## src/rtl/dma_chan_csr_pkg.sv

```systemverilog
`timescale 1ns/1ps
package dma_chan_csr_pkg;

  // Address bits [3:2] choose how a write combines with the stored word.
  typedef enum logic [1:0] {
    AOP_WRITE = 2'd0,
    AOP_SET   = 2'd1,
    AOP_CLR   = 2'd2,
    AOP_TGL   = 2'd3
  } alias_op_e;

  function automatic logic alias_apply(input alias_op_e op, input logic cur, input logic b);
    case (op)
      AOP_WRITE: alias_apply = b;
      AOP_SET:   alias_apply = cur | b;
      AOP_CLR:   alias_apply = cur & ~b;
      default:   alias_apply = cur ^ b;
    endcase
  endfunction

endpackage

```

## src/rtl/dma_chan_csr_dec.sv

```systemverilog
`timescale 1ns/1ps
module dma_chan_csr_dec
  import dma_chan_csr_pkg::*;
#(
  parameter int AW          = 12,
  parameter int NCH         = 16,
  parameter int CTL_OFS     = 'h00,
  parameter int CMP_OFS     = 'h10,
  parameter int ERR_OFS     = 'h20,
  parameter int CHAN_BASE   = 'h150,
  parameter int CHAN_STRIDE = 'h70,
  localparam int CW         = (NCH > 1) ? $clog2(NCH) : 1
) (
  input  logic [AW-1:0] addr_i,
  output logic          sel_ctl_o,
  output logic          sel_cmp_o,
  output logic          sel_err_o,
  output alias_op_e     op_o,
  output logic          chan_hit_o,
  output logic [CW-1:0] chan_idx_o
);

  assign sel_ctl_o = (addr_i[AW-1:4] == (AW-4)'(CTL_OFS >> 4));
  assign sel_cmp_o = (addr_i[AW-1:4] == (AW-4)'(CMP_OFS >> 4));
  assign sel_err_o = (addr_i[AW-1:4] == (AW-4)'(ERR_OFS >> 4));
  assign op_o      = alias_op_e'(addr_i[3:2]);

  always_comb begin
    chan_hit_o = 1'b0;
    chan_idx_o = '0;
    for (int n = 0; n < NCH; n++) begin
      if (addr_i == AW'(CHAN_BASE + n * CHAN_STRIDE)) begin
        chan_hit_o = 1'b1;
        chan_idx_o = CW'(n);
      end
    end
  end

endmodule

```

## src/rtl/dma_chan_csr_slice.sv

```systemverilog
`timescale 1ns/1ps
module dma_chan_csr_slice
  import dma_chan_csr_pkg::*;
#(
  parameter int              SW         = 4,
  parameter logic [SW-1:0]   FLUSH_CODE = SW'(8)
) (
  input  logic          clk,
  input  logic          rst,
  input  alias_op_e     op_i,
  input  logic          wr_ctl_i,
  input  logic          wr_cmp_i,
  input  logic          wr_err_i,
  input  logic          b_lo_i,
  input  logic          b_hi_i,
  input  logic [SW-1:0] state_i,
  input  logic          done_i,
  input  logic          term_i,
  input  logic          berr_i,
  output logic          freeze_o,
  output logic          req_o,
  output logic          strobe_o,
  output logic          cmp_o,
  output logic          en_o,
  output logic          errf_o,
  output logic          cause_o,
  output logic          irq_o
);

  logic sw_freeze, sw_req, sw_cmp, sw_en, sw_errf, sw_cause;
  logic deliver, err_evt;

  always_comb begin
    sw_freeze = wr_ctl_i ? alias_apply(op_i, freeze_o, b_lo_i) : freeze_o;
    sw_req    = wr_ctl_i ? alias_apply(op_i, req_o,    b_hi_i) : req_o;
    sw_cmp    = wr_cmp_i ? alias_apply(op_i, cmp_o,    b_lo_i) : cmp_o;
    sw_en     = wr_cmp_i ? alias_apply(op_i, en_o,     b_hi_i) : en_o;
    sw_errf   = wr_err_i ? alias_apply(op_i, errf_o,   b_lo_i) : errf_o;
    sw_cause  = wr_err_i ? alias_apply(op_i, cause_o,  b_hi_i) : cause_o;
  end

  // A pending reset goes out only when the channel is not flushing.
  assign deliver = req_o && (state_i != FLUSH_CODE);
  // A termination reported with completion is absorbed as completion.
  assign err_evt = berr_i | (term_i & ~done_i);

  always_ff @(posedge clk) begin
    if (rst) begin
      freeze_o <= 1'b0;
      req_o    <= 1'b0;
      strobe_o <= 1'b0;
      cmp_o    <= 1'b0;
      en_o     <= 1'b0;
      errf_o   <= 1'b0;
      cause_o  <= 1'b0;
      irq_o    <= 1'b0;
    end else begin
      freeze_o <= sw_freeze;
      req_o    <= deliver ? 1'b0 : sw_req;
      strobe_o <= deliver;
      cmp_o    <= sw_cmp | done_i;
      en_o     <= sw_en;
      errf_o   <= sw_errf | err_evt;
      cause_o  <= err_evt ? berr_i : sw_cause;
      irq_o    <= (cmp_o & en_o) | errf_o;
    end
  end

endmodule

```

## src/rtl/dma_chan_csr.sv

```systemverilog
`timescale 1ns/1ps
module dma_chan_csr
  import dma_chan_csr_pkg::*;
#(
  parameter int AW          = 12,
  parameter int NCH         = 16,
  parameter int SW          = 4,
  parameter int CHAN_BASE   = 'h150,
  parameter int CHAN_STRIDE = 'h70,
  localparam int DW         = 2 * NCH,
  localparam int CW         = (NCH > 1) ? $clog2(NCH) : 1
) (
  input  logic              clk,
  input  logic              rst,
  input  logic              bus_wr_i,
  input  logic              bus_rd_i,
  input  logic [AW-1:0]     bus_addr_i,
  input  logic [DW-1:0]     bus_wdata_i,
  output logic [DW-1:0]     bus_rdata_o,
  output logic              bus_rvalid_o,
  input  logic [NCH*SW-1:0] ch_state_i,
  input  logic [NCH-1:0]    ch_done_i,
  input  logic [NCH-1:0]    ch_term_err_i,
  input  logic [NCH-1:0]    ch_bus_err_i,
  output logic [NCH-1:0]    freeze_o,
  output logic [NCH-1:0]    rst_strobe_o,
  output logic [NCH-1:0]    irq_o
);

  logic          sel_ctl, sel_cmp, sel_err, chan_hit;
  alias_op_e     op;
  logic [CW-1:0] chan_idx;

  logic [NCH-1:0] rst_req_v, cmp_v, cmp_en_v, errf_v, cause_v;
  logic [DW-1:0]  rd_word;

  dma_chan_csr_dec #(
    .AW(AW), .NCH(NCH), .CHAN_BASE(CHAN_BASE), .CHAN_STRIDE(CHAN_STRIDE)
  ) u_dec (
    .addr_i    (bus_addr_i),
    .sel_ctl_o (sel_ctl),
    .sel_cmp_o (sel_cmp),
    .sel_err_o (sel_err),
    .op_o      (op),
    .chan_hit_o(chan_hit),
    .chan_idx_o(chan_idx)
  );

  for (genvar g = 0; g < NCH; g++) begin : g_ch
    dma_chan_csr_slice #(.SW(SW)) u_slice (
      .clk      (clk),
      .rst      (rst),
      .op_i     (op),
      .wr_ctl_i (bus_wr_i & sel_ctl),
      .wr_cmp_i (bus_wr_i & sel_cmp),
      .wr_err_i (bus_wr_i & sel_err),
      .b_lo_i   (bus_wdata_i[g]),
      .b_hi_i   (bus_wdata_i[g+NCH]),
      .state_i  (ch_state_i[g*SW +: SW]),
      .done_i   (ch_done_i[g]),
      .term_i   (ch_term_err_i[g]),
      .berr_i   (ch_bus_err_i[g]),
      .freeze_o (freeze_o[g]),
      .req_o    (rst_req_v[g]),
      .strobe_o (rst_strobe_o[g]),
      .cmp_o    (cmp_v[g]),
      .en_o     (cmp_en_v[g]),
      .errf_o   (errf_v[g]),
      .cause_o  (cause_v[g]),
      .irq_o    (irq_o[g])
    );
  end

  always_comb begin
    rd_word = '0;
    if (sel_ctl)       rd_word = {rst_req_v, freeze_o};
    else if (sel_cmp)  rd_word = {cmp_en_v, cmp_v};
    else if (sel_err)  rd_word = {cause_v, errf_v};
    else if (chan_hit) rd_word[SW-1:0] = ch_state_i[chan_idx*SW +: SW];
  end

  always_ff @(posedge clk) begin
    if (rst) begin
      bus_rdata_o  <= '0;
      bus_rvalid_o <= 1'b0;
    end else begin
      bus_rvalid_o <= bus_rd_i;
      if (bus_rd_i) bus_rdata_o <= rd_word;
    end
  end

endmodule

```

## config.mk

```make
export PLATFORM = sky130hd
export DESIGN_NAME = dma_chan_csr
export DESIGN_NICKNAME = d
export VERILOG_FILES = /design/src/rtl/dma_chan_csr_pkg.sv /design/src/rtl/dma_chan_csr_dec.sv /design/src/rtl/dma_chan_csr_slice.sv /design/src/rtl/dma_chan_csr.sv
export SDC_FILE = /design/constraint.sdc
export NUM_CORES = 1
export LEC_CHECK = 0
export BUFFER_PORTS_ARGS = -buffer_cell sky130_fd_sc_hd__buf_2
export CORE_MARGIN = 2
export CORE_UTILIZATION = 50
export CTS_CLUSTER_DIAMETER = 30
export DETAILED_ROUTE_END_ITERATION = 8
export GPL_TIMING_DRIVEN = 0
export PLACE_DENSITY = 0.72
export SYNTH_ARGS = -nofsm -noshare
export SYNTH_HDL_FRONTEND = slang
export SYNTH_SLANG_ARGS = --single-unit
```

## constraint.sdc

```tcl
create_clock -name clk -period 2.3 [get_ports clk]
set_clock_uncertainty 0.2 [all_clocks]
set_input_delay 0.23 -clock clk [delete_from_list [all_inputs] [get_ports clk]]
set_output_delay 0.23 -clock clk [all_outputs]
set_load 0.005 [all_outputs]
```

==> results.env, run 1 <==
OUTCOME='completed'
DESIGN.DIE.AREA_UM2=28300
NUMBER_OF_ROUTED_NETS_WITH_ANTENNA_VIOLATIONS=0
TRITONCTS.NUM_BUFFERS=17
P_LEAK_nW=7.68
SYNTH_EDF_COUNT=0
MAPPEDNETLISTAREA_UM2=13500
TOTAL_POWER_W=0.00775
GRT.MET2_USAGE_PCT=58.3
FINALSETUPVIOLCOUNT=0
DETAIL_ROUTE.DRC_VIOLATIONS=0
CP-END-KIND='register'
SUM_OF_ROUTED_WIRE_LENGTH_OVER_ALL_LAYERS_UM=54900
YS_ASYNC_SR_FRACTION_PCT=0
POST_SYNTH.CELL_AREA_AVG_UM2=8.17
SYN_NETS=2003
POST_SYNTH_NUM_CELL_TYPES=62
SYNTH_TOP_FLOP_CELL='dfxtp_1'
PLACED_INST_AREA_UM2=15100
START_UTIL_PCT=50.4
TIMING.MAX_CAP.VIOLATIONS=0
FIN_UTIL_PCT=63.2
CLOCK_LATENCY_NS=0.45
POWER_DENSITY_nW_PER_UM2=459
DRT_PRE_ANTENNA_ITERS=6
CLOCK_TRANSITION_AT_PATH_REGS_NS=0.08
PLACEMENTROWS=60
AREA_GROWTH_SYN_TO_LAYOUT_PCT=25.3
CRITICAL_PATH.MAX_FANOUT=10
CLOCK_PATH_BUFFERS=2
ROUTEDWLPERCELL_UM=23.4
START_KIND='input port'
FIRST_PASS_GRT_WIRE_LENGTH_UM=81400
HOLD_PATH_CLASS='input port to register'
YS.WARNINGS.COUNT=0
WORST-SETUP-PATH-TYPE='input port to register'
NUM_VIAS=14300
FINISH.INSTANCE_AREA_UM2=16900
DR.FIRST_ITER.DRC_COUNT=1600
SYNTH-SEQ-AREA-SHARE_PCT=23.9
LAYOUT.CELLS.MOST_COMMON='buf_2'
FIN_SETUP_TNS_NS=0
CTS_HTREE_LEVELS=4
SYNTH.FF_LATCH_COUNT=161
DIE_X_UM=168
GR_BUSIEST_METAL='met2'
SLEW_HEADROOM_PCT=41.4
LAYOUT_WORST_PATH_CYCLE_SHARE_PCT=98.4
GRT_MAX_DEGREE=20
TIMING.CRITICAL_PATH.ARRIVAL_NS=2.37
CTS-ROOT-BUF='clkbuf_16'
WORST_MAX_SLEW_PIN_SLEW_NS=0.879
PORT_BUFFER_CELLS=236
NUMBER_OF_CELLS_PRODUCED_BY_SYNTHESIS=1651
RATIO_OF_ROUTED_VIAS_TO_STANDARD_CELLS=6.09
NUMBER_OF_ANTENNA_VIOLATIONS_AT_THE_FIRST_CHECK_IN_GLOBAL_ROUTING=2
CORE_UM2=26700
FP.DIEH_UM=168
CTS_TREE='yes'
FINAL_MAX_TRAN_VIOLS=0
GLOBALROUTETOTALUTIL_PCT=37.8
WORST-ENDPOINT-REQUIRED_NS=2.40
GLOBALROUTEMET1UTIL_PCT=50.9
LAYOUT_CELL_SHARE_WITH_DRIVE_STRENGTH_BEYOND_1_PCT=25.5
USE_MET3_PCT=7.26
FINALNETCOUNT=2345
GRT_SETUP_UNREPAIRED='yes'
CLOCK_TREE_SINKS=161
GRT_PASS1_VIAS=13900
FINALHOLDVIOLCOUNT=0
FINAL.MIN_CLOCK_PERIOD_NS=2.26
IO_PINS=241
FMAX_GHz=0.442
IR_DROP_mV=0.408
ROUTABILITYCONGESTION=0.978
DP_HPWL_UM=41200
GRT_REMAINING_OVERFLOW=0
MOSTFREQUENTLAYOUTCELLS='255 x buf_2, 192 x ha_1, 176 x nor2_1'
## worst max-delay path, stage by stage
cell,delay [ns]
buf_2,0.28
clkbuf_2,0.37
clkbuf_1,0.66
a211oi_1,0.16
a211oi_1,0.32
a21oi_1,0.12
a21oi_1,0.18
nor2_1,0.05
## final timing paths
| check | slack, ns | startpoint | end | depth (start not counted) |
|---|---|---|---|---|
| max | 0.04 | bus_addr_i[2] | g_ch[0].u_slice.cause_o | 8 |
| min | 0.008 | ch_state_i[63] | g_ch[15].u_slice.strobe_o | 3 |
| max reg2reg | 0.28 | g_ch[0].u_slice.cause_o | g_ch[0].u_slice.cause_o | 7 |
| min reg2reg | 0.35 | g_ch[15].u_slice.en_o | g_ch[15].u_slice.en_o | 2 |
## state kept, by name (all words and copies together), names as in the netlist
signal and flops:
g_ch.u_slice.strobe_o 16, g_ch.u_slice.irq_o 16, g_ch.u_slice.req_o 16, g_ch.u_slice.freeze_o 16, bus_rvalid_o 1, g_ch.u_slice.errf_o 16, bus_rdata_o 32, g_ch.u_slice.cmp_o 16
g_ch.u_slice.cause_o 16, g_ch.u_slice.en_o 16
## layer usage
layer,routed length (µm),vias up
met4,2520,0
met5,0,-
met2,24000,767
met3,5190,158
li1,-,6497
met1,23100,6883
## synthesized netlist by cell type, drive strengths merged, types with 2 or more instances
library cell	instances	share of area, %
and4	2	0.13
a311oi	7	0.50
xnor2	2	0.13
o2111a	16	1.3
a2111oi	2	0.13
o32ai	3	0.31
ha	192	18
a211oi	178	9.9
clkbuf	78	2.2
mux2	96	8.0
a32o	2	0.15
a31oi	18	0.84
nor4bb	2	0.15
a311o	2	0.15
nor3	4	0.35
nor2b	31	1.4
nand4	2	0.093
and2	3	0.14
o21ai	40	1.5
inv	172	4.8
o211a	4	0.30
buf	88	4.1
mux2i	39	2.9
a211o	2	0.13
o211ai	37	2.1
a21oi	163	6.1
a41o	3	0.22
o41ai	13	0.84
nand2	70	2.0
nand2b	18	0.84
nor2	176	4.9
nand3	2	0.11
and3	2	0.093
dfxtp	161	24
nand4b	3	0.19
## power by group
part           leakage, nW  total (W)  switching, W  internal (W)
logic                 6.06    0.00166      0.000983      0.000675
registers             1.32    0.00296     0.0000927       0.00287
clock network        0.306    0.00313       0.00154       0.00159
total                 7.68    0.00775       0.00262       0.00514
## cell type report
type / instances / area, µm²
inverter: 172 / 646
fill: 2399 / 9840
sequential: 161 / 3220
timing repair buffer: 324 / 2040
buffer: 165 / 931
clock buffer: 17 / 425
clock inverter: 15 / 205
tap: 341 / 427
multi-input combinational: 1152 / 8980
antenna: 3 / 7.51
## stage by stage
stage | worst slack [ns] | hold WS (ns) | std cells
after floorplan | -0.0116 | 0.147 | 1651
after global placement | -1.23 | 0.259 | 2228
after detailed placement | -1.29 | 0.263 | 2228
after CTS | -0.0309 | 0.000753 | 2341
after global routing | -0.0246 | 0.00918 | 2349
final | 0.0367 | 0.00816 | 2350
## cell families after synthesis
kind of cell / synth area share, %
DFF: 23.9
muxes: 10.9
AOI/OAI and AO/OA: 25.0
adders and majority gates: 17.8
buffers and inverters: 11.1
and+or+nand+nor: 11.1
xor gates and xnor gates: 0.195
## repair_timing
action / 4_1_cts / 5_1_grt
setup buffers: 6 / 6
gates resized for setup: 38 / 61
endpoints found under the hold margin: 73 / 0
pin swaps: 5 / 12
hold buffers: 76 / 0
endpoints found under the setup margin: 101 / 108
Note: power is estimated with default switching activity, not from simulation.
==> run 2: changes to the inputs <==
--- a/config.mk
+++ b/config.mk
@@ -11,7 +11,7 @@
 export CTS_CLUSTER_DIAMETER = 30
 export DETAILED_ROUTE_END_ITERATION = 8
 export GPL_TIMING_DRIVEN = 0
-export PLACE_DENSITY = 0.72
+export PLACE_DENSITY = 0.69
 export SYNTH_ARGS = -nofsm -noshare
 export SYNTH_HDL_FRONTEND = slang
 export SYNTH_SLANG_ARGS = --single-unit
==> constraint.sdc (replaced) <==
create_clock -name clk -period 2.8 [get_ports clk]
set_clock_uncertainty 0.2 [all_clocks]
set_input_delay 0.28 -clock clk [delete_from_list [all_inputs] [get_ports clk]]
set_output_delay 0.28 -clock clk [all_outputs]
set_load 0.005 [all_outputs]
==> results.env, run 2 (synthesis results as in run 1) <==
CTS-ROOT-BUF='clkbuf_16'
CTS_TREE='yes'
FIRST_PASS_GRT_WIRE_LENGTH_UM=80600  # -0.95%
CLOCK_TREE_SINKS=161  # unchanged
FINALHOLDVIOLCOUNT=0  # unchanged
START_UTIL_PCT=50.4  # unchanged
LAYOUT_CELL_SHARE_WITH_DRIVE_STRENGTH_BEYOND_1_PCT=23.2  # -2.3 points
WORST_PATH_DOMINANT_CELL_FAMILY='simple AND/OR/NAND/NOR gates'
TRITONCTS.NUM_BUFFERS=17  # unchanged
FILL_CELLS=2452  # +2.2%
WORST-SETUP-PATH-TYPE='input port to register'
LARGEST_REG_FLOPS=32  # unchanged
CORE_UM2=26700  # unchanged
CRIT_PATH_CELL_TRACE='buf_2, buf_2, or4_4, nor3_4, nand2_2, nor3_4, buf_2, o2111a_1'
FP.DIEH_UM=168  # unchanged
IO_PINS=241  # unchanged
MULTIINPUTGATEAREA_UM2=8780  # -2.2%
MOSTFREQUENTLAYOUTCELLS='262 x buf_2, 192 x ha_1, 178 x a211oi_1'
DIE_X_UM=168  # unchanged
LAYOUT.CELLS.MOST_COMMON='buf_2'
AREA_GROWTH_SYN_TO_LAYOUT_PCT=21.4
FINALNETCOUNT=2323  # -0.94%
CRITICAL_PATH.MAX_FANOUT=10  # unchanged
POWER_DENSITY_nW_PER_UM2=380  # -17%
LARGEST-REGISTER='bus_rdata_o'
FIN_UTIL_PCT=61.2  # -1.9 points
GRT_REMAINING_OVERFLOW=0  # unchanged
ROUTEDWLPERCELL_UM=23.4  # about the same
CLOCK_PATH_BUFFERS=2  # unchanged
PLACEMENTROWS=60  # unchanged
GLOBALROUTETOTALUTIL_PCT=37.6  # -0.20 points
TIMING.MAX_CAP.VIOLATIONS=0  # unchanged
CTS_HTREE_LEVELS=4  # unchanged
MIN_DELAY_WORST_ENDPOINT='g_ch[2].u_slice.strobe_o'
IR_DROP_mV=0.315  # -23%
FMAX_GHz=0.367
FINAL_MAX_TRAN_VIOLS=0  # unchanged
CLOCK_LATENCY_NS=0.46  # about the same
HP-START='ch_state_i[9]'
DESIGN.DIE.AREA_UM2=28300  # unchanged
NUMBER_OF_ANTENNA_VIOLATIONS_AT_THE_FIRST_CHECK_IN_GLOBAL_ROUTING=4  # +2
DETAIL_ROUTE.DRC_VIOLATIONS=0  # unchanged
HOLD_DEPTH=3  # unchanged
LAYOUT_WORST_PATH_CYCLE_SHARE_PCT=97.3
CRITICAL_PATH_BUF_INV_COUNT=3  # unchanged
AREA.SEQUENTIAL_UM2=3220  # unchanged
HOLD_PATH_CLASS='input port to register'
CP-END-KIND='register'
DP_HPWL_UM=41400  # +0.58%
TOTAL_POWER_W=0.00622  # -20%
WORSTREG2REGEND='g_ch[0].u_slice.cmp_o'
DRT_PRE_ANTENNA_ITERS=6  # unchanged
GRT_MAX_DEGREE=19  # -5.0%
REG2REG_SLACK_NS=0.83  # +0.55 ns
CRITICAL-PATH-MAX-STAGE-DELAY_NS=0.57  # -0.09 ns
OUTCOME='completed'
FIN_HOLD_WS_NS=0.00568  # -0.00247 ns
CLOCK_TRANSITION_AT_PATH_REGS_NS=0.07  # about the same
SLEW_HEADROOM_PCT=31.4  # -10 points
WORST-ENDPOINT-REQUIRED_NS=2.99  # +0.59 ns
REGTOREGSTARTPOINT='g_ch[0].u_slice.cmp_o'
RATIO_OF_ROUTED_VIAS_TO_STANDARD_CELLS=6.12  # +0.55%
ROUTABILITYCONGESTION=0.976  # -0.20%
CTS_SETUP_BUFFERS=0  # -6
TIMING.CRITICAL_PATH.MODE_CELL='buf_2'
FINAL.MIN_CLOCK_PERIOD_NS=2.72
NUM_VIAS=14200  # -0.39%
PORT_BUFFER_CELLS=236  # unchanged
TIMING.CRITICAL_PATH.ARRIVAL_NS=2.91  # +0.54 ns
SUM_OF_ROUTED_WIRE_LENGTH_OVER_ALL_LAYERS_UM=54400  # -0.92%
START_KIND='input port'
WORST_MAX_SLEW_PIN_SLEW_NS=1.02  # +0.146 ns
TIMING.REG2REG.WORST_PATH_DEPTH=7  # unchanged
GRT_PASS1_VIAS=13500  # -2.7%
FINALSETUPVIOLCOUNT=0  # unchanged
NUMBER_OF_ROUTED_NETS_WITH_ANTENNA_VIOLATIONS=0  # unchanged
CRITICAL_PATH.SLOWEST_CELL='nor3_4'
DR.FIRST_ITER.DRC_COUNT=1552  # -3.0%
GRT_SETUP_UNREPAIRED='no'
P_LEAK_nW=7.44  # -3.1%
[run 2: tightest hold or removal path, delay by kind of cell]
family          cells  cell delay [ns]
compound gates      1             0.11
buf+inv             1             0.09
simple gates        1             0.12
[run 2: cell type report]
cell class              instances  share of cell area [%]
repair buffers                301                    11.2
clock inverters                14                    1.03
well taps                     341                    2.61
inverters                     172                    3.94
flip-flops and latches        161                    19.7
clock buffers                  18                    2.62
multi-input cells            1152                    53.7
plain buffers                 166                    5.21
diodes                          3                  0.0459
[run 2: report_power, final]
| part | total (W) | switching [W] | internal (W) | leakage (nW) |
|---|---|---|---|---|
| Clock | 0.00245 | 0.00125 | 0.00120 | 0.286 |
| Sequential | 0.00244 | 0.0000770 | 0.00236 | 1.32 |
| Combinational | 0.00133 | 0.000792 | 0.000538 | 5.84 |
[run 2: through the flow]
stage                     setup slack [ns]  cells  TNS (ns)  instance area (µm²)
after detailed placement            -0.763   2228    -38.59                15100
after floorplan                      0.423   1651         0                13500
after global routing               0.00227   2328         0                16400
final                               0.0756   2328         0                16400
after global placement              -0.753   2228    -38.03                15100
after CTS                           0.0104   2324         0                16300
[run 2: routing by layer]
metal  up-vias  global-route usage, %  share of wire, %
met5         -                      0                 0
li1       6462                      -                 -
met3       155                   5.97               8.8
met1      6845                   52.2                43
met4         0                   16.2               4.4
met2       787                   57.7                44
[run 2: worst max path at each step]
stage / startpoint / to / slack [ns] / depth (start not counted)
2_1_floorplan: bus_addr_i[4] / bus_rdata_o[0] / 0.42 / 8
3_3_place_gp: bus_addr_i[2] / g_ch[11].u_slice.en_o / -0.75 / 7
3_5_place_dp: bus_addr_i[2] / g_ch[11].u_slice.en_o / -0.76 / 7
4_1_cts: bus_addr_i[2] / bus_rdata_o[0] / 0.01 / 8
5_1_grt: bus_addr_i[7] / g_ch[9].u_slice.freeze_o / 0.002 / 9
6_report: bus_addr_i[7] / g_ch[13].u_slice.req_o / 0.08 / 8
[run 2: repair_timing]
action	4_1_cts	5_1_grt
endpoints found under the hold margin	60	1
gates resized for setup	2	7
hold buffers	64	1
pin swaps	0	0
setup endpoints to repair	33	9
